$ cat src/rtl/egress_age_arbiter.sv
module egress_age_arbiter #(
  parameter int N           = 4,
  parameter int TS_W        = 16,
  parameter int COST_W      = 8,
  parameter int CRED_W      = 10,
  parameter int INIT_CREDIT = 64
) (
  input  logic                  clk,
  input  logic                  rst_n,
  input  logic [N-1:0]          cand_valid,
  input  logic [N*TS_W-1:0]     cand_ts,
  input  logic [N*COST_W-1:0]   cand_cost,
  input  logic [N-1:0]          cand_blocked,
  input  logic [CRED_W-1:0]     credit_return,
  output logic                  grant_valid,
  output logic [$clog2(N)-1:0]  grant_idx,
  output logic [N-1:0]          grant_onehot,
  output logic [CRED_W-1:0]     credit_avail
);

  localparam int IDX_W = $clog2(N);

  logic [CRED_W-1:0] credit_q;
  logic [N-1:0]      ready;
  logic              found;
  logic [IDX_W-1:0]  pick;
  logic [TS_W-1:0]   pick_ts;
  logic [TS_W-1:0]   diff;
  logic [COST_W-1:0] grant_cost;
  logic [CRED_W:0]   credit_next;

  always_comb begin
    ready   = '0;
    found   = 1'b0;
    pick    = '0;
    pick_ts = '0;
    diff    = '0;
    for (int i = 0; i < N; i++) begin
      ready[i] = cand_valid[i] && !cand_blocked[i] &&
                 ((CRED_W+1)'(cand_cost[i*COST_W +: COST_W]) <= (CRED_W+1)'(credit_q));
      diff = cand_ts[i*TS_W +: TS_W] - pick_ts;
      if (ready[i] && (!found || diff[TS_W-1])) begin
        found   = 1'b1;
        pick    = IDX_W'(i);
        pick_ts = cand_ts[i*TS_W +: TS_W];
      end
    end
  end

  assign grant_valid  = found;
  assign grant_idx    = pick;
  assign grant_onehot = found ? (N'(1) << pick) : '0;
  assign grant_cost   = found ? cand_cost[pick*COST_W +: COST_W] : '0;
  assign credit_next  = (CRED_W+1)'(credit_q) - (CRED_W+1)'(grant_cost)
                      + (CRED_W+1)'(credit_return);
  assign credit_avail = credit_q;

  always_ff @(posedge clk) begin
    if (!rst_n) credit_q <= CRED_W'(INIT_CREDIT);
    else        credit_q <= credit_next[CRED_W-1:0];
  end

  assert_onehot_grant_R7: assert property (@(posedge clk) disable iff (!rst_n)
    $onehot0(grant_onehot) && (grant_valid == (grant_onehot != '0)));

  assert_grant_credit_R3: assert property (@(posedge clk) disable iff (!rst_n)
    grant_valid |-> ((CRED_W+1)'(cand_cost[grant_idx*COST_W +: COST_W]) <= (CRED_W+1)'(credit_avail)));

  assert_grant_unblocked_R4: assert property (@(posedge clk) disable iff (!rst_n)
    grant_valid |-> (cand_valid[grant_idx] && !cand_blocked[grant_idx]));

  assert_idle_credit_R9: assert property (@(posedge clk) disable iff (!rst_n)
    (!grant_valid && credit_return == '0) |=> $stable(credit_avail));

  assert_no_overflow_R8: assert property (@(posedge clk) disable iff (!rst_n)
    !credit_next[CRED_W]);

endmodule

$ cat config.mk
export PLATFORM = sky130hd
export DESIGN_NAME = egress_age_arbiter
export DESIGN_NICKNAME = d
export VERILOG_FILES = /design/src/rtl/egress_age_arbiter.sv
export SDC_FILE = /design/constraint.sdc
export NUM_CORES = 1
export LEC_CHECK = 0
export ABC_AREA = 1
export BUFFER_PORTS_ARGS = -buffer_cell sky130_fd_sc_hd__buf_4
export CORE_MARGIN = 1
export CORE_UTILIZATION = 55
export CTS_BUF_LIST = sky130_fd_sc_hd__clkbuf_8 sky130_fd_sc_hd__clkbuf_16
export CTS_CLUSTER_DIAMETER = 40
export DETAILED_ROUTE_END_ITERATION = 7
export PLACE_DENSITY_LB_ADDON = 0.2
export SLEW_MARGIN = 20
export SYNTH_ARGS = -nofsm -noshare
export SYNTH_HDL_FRONTEND = slang
export SYNTH_SLANG_ARGS = --single-unit
$ cat constraint.sdc
create_clock -name clk -period 17.4 [get_ports clk]
set_input_delay 2.61 -clock clk [delete_from_list [all_inputs] [get_ports clk]]
set_output_delay 2.61 -clock clk [all_outputs]
set_load 0.005 [all_outputs]
==> impl_results.md <==
* Antenna diodes at 0
* Worst-path fanout max at 34
* Core area at about 0.0060 sq mm
* Site row count at 28
* GPL Wtd Cong at 0.924
* Crit path DAT at 9060 ps
* WHS at 808 ps
* Pwr Density at 121 mW/mm^2
* Clock tree sinks at 10
* Post-synth top area cell: ha_1
* Initial Util at 0.581
* First-pass GRT wire length at 16.2 mm
* Gate power share at 0.866
* Sequential power share at 0.079
* Critical path class: in -> out
* Total GRT Usage at 0.311
* Fin Setup TNS at 0 ps
* Post-cts resize count at 0
* Post-place setup slack at 5790 ps
* Routed WL at 10.4 mm
* Clock period minus worst slack at around 12000 ps
* Required time of the critical path at 14790 ps
* Status: finished, final reports clean
* Max-slew headroom at 0.588
* Seq/Total Area, Yosys at 0.0572
* Antenna Violating Nets Remaining at 0
* Slowest cell on crit path: a21boi_4
* Hold Fails Final Rpt at 0
* Post-synthesis instance area at 0.00350 sq mm
* Synthesized area per cell at roughly 6.5 sq um
* Die H at 81.8 microns
* Area occupied by multi-input gates at 0.00294 sq mm
* Vias/cell at approximately 5.4
* DR WL/cell at 14.1 microns
* Root buf cell: clkbuf_8
* Crit path max-delay family: simple AND/OR/NAND/NOR gates
* CTS Buf Count at 3
* Worst Setup End Kind: output pin
* Share of the synthesized area in the top cell type at 0.304
* RSZ-0062 raised after global routing: false
* Hpwl dp at between 8 and 9 mm
* DR vias at 4022
* Flops & latches, synth at 10
* Sw Ratio at 0.559
* Layout cells sized above 1 at 0.243
* Int Pwr at 0.246 mW
* Longest Clk Path Bufs at 2
* Reg area at around 200 sq um
* Vias in the first global route at 3738
* Slew @ Worst Pin at 616 ps
* Worst-skew pair later-pin latency at 240 ps
* Max reg flops at 10
* Post-cts hold buffer count at 0
* Clock network power share at 0.054
* Cells after Synth at between 500 and 600
* # Max-Cap Violations at 0
* CP max stage delay at 440 ps
* Max VDD drop at 0.165 mV
* Antenna violations before repair at 0
* Final #Nets at 878
* Leakage power at about 2.6 nW
* Num ports at 133
* Tcrit/Tclk final at 0.670
* Drt first-iter violations at 175
* # port buffers at 132
* Postcts setup bufs at 0
* Setup violators final at 0
* Fin worst setup slack at approximately 5700 ps
* CTS HTree Levels at 1
* Die width at 81.8 microns
* TritonCTS clock tree: done
* Most common cell on crit path: nand2_1
* Die area at roughly 0.0067 sq mm
* Pre-Repair DR Iteration Count at 6
* Remaining Overflow, GRT at 0
* Count of pins over their slew limit at 0
* Layout area overhead at 31.3%
* Distinct cells, synth at 39
* Largest net degree at the start of global routing at 35
* Worst hold-check path type: reg -> reg
* Clk slew on worst S/H paths at 50 ps
* Tot Pwr at 0.556 mW
* Critical Path Start Type: primary input
* Syn nets at around 750
* Net Switching at between 0.3 and 0.4 mW
* DR DRC count at 0
* Synth area leaders: ha_1 (30%), nand2_1 (13%), inv_1 (8.4%)
* Fmax at 0.0857 GHz
* Synthesis Warnings at 0
* CP bufs+invs at 3
* Number of fill cells in the layout at around 500
* Clock Skew at approximately 5.3 ps
## synth_stat cells
cell	number
xor2_1	4
a211oi_1	5
o21ai_1	1
or3_1	1
fa_1	8
nand4_2	1
nand3_2	5
xnor2_1	1
o221ai_1	1
a21oi_1	41
nand2_2	2
o21ai_0	41
nand2_4	3
o31ai_1	1
nor2_1	48
a21boi_4	1
a211o_1	1
o221a_2	2
inv_2	4
dfxtp_1	10
nor2_4	1
or2_2	3
nand3_1	43
nor3_1	5
nand3_4	1
nand2_1	119
o21bai_1	1
buf_6	1
ha_1	85
inv_1	78
clkbuf_1	8
nand2_8	1
clkinv_1	1
a21o_1	2
o21ai_2	2
and3b_1	3
buf_2	1
nand4_1	4
a31oi_1	2
## metal layers
metal	up-vias	share of wire	track usage	wire length, microns
li1	2068	-	-	-
met1	1792	0.44	0.411	4580
met2	144	0.48	0.546	5010
met3	18	0.072	0.0333	750
met4	0	0.011	0.0526	110
met5	-	0	0	0
## power groups by stage
stage	Combinational [mW]	Sequential (mW)	Clock (mW)
floorplan	0.326	0.0423	0
global placement	0.433	0.0429	0
detailed placement	0.456	0.0435	0
CTS	0.477	0.0438	0.0296
global route	0.548	0.0446	0.0310
finish	0.482	0.0441	0.0303
## through the flow
step	utilization	area, sq um	cells
after floorplan	-	3500	542
after CTS	0.762	4590	743
after detailed placement	0.753	4540	739
after global placement	0.753	4540	739
after global routing	0.762	4590	743
final	0.762	4590	743
## worst paths after layout
kind,from,endpoint,cells after the start,slack [ps]
worst min register to register,credit_avail[9]$_SDFF_PN0_,credit_avail[9]$_SDFF_PN0_,4,810
worst max-delay path,cand_cost[5],grant_onehot[0],43,5730
worst max register to register,credit_avail[5]$_SDFF_PN0_,credit_avail[9]$_SDFF_PN0_,56,7960
worst min-delay path,credit_avail[9]$_SDFF_PN0_,credit_avail[9]$_SDFF_PN0_,4,810
## area by class of cell
class	count	share of cell area
multi-input cells	439	0.640
inverters	83	0.0678
repair buffers	132	0.216
flip-flops and latches	10	0.0436
well taps	75	0.0204
clock buffers	4	0.0120
## cell usage in the layout, fill, tap and decap left out, types with 8 or more instances in the layout
cell / Yosys / routed
inv_1: 78 / 78
nand3_1: 43 / 43
fa_1: 8 / 8
nor2_1: 48 / 48
a21oi_1: 41 / 41
o21ai_0: 41 / 41
dfxtp_1: 10 / 10
ha_1: 85 / 85
nand2_1: 119 / 119
buf_4: 0 / 132
## worst min-delay path, stage by stage, from the launching register on
cell and delay, ps:
dfxtp_1 400, xnor2_1 170, xor2_1 70, inv_1 60, a21oi_1 60
## logic make-up (layout without fill, tap and decap cells)
family | Yosys count | in the layout | share of synthesized area
fa+ha+maj | 93 | 93 | 0.350
buf+inv | 93 | 219 | 0.102
compound gates | 101 | 101 | 0.163
simple gates | 240 | 240 | 0.315
xor+xnor | 5 | 5 | 0.0125
flops | 10 | 10 | 0.0572
(Power assumes the default switching activity.)
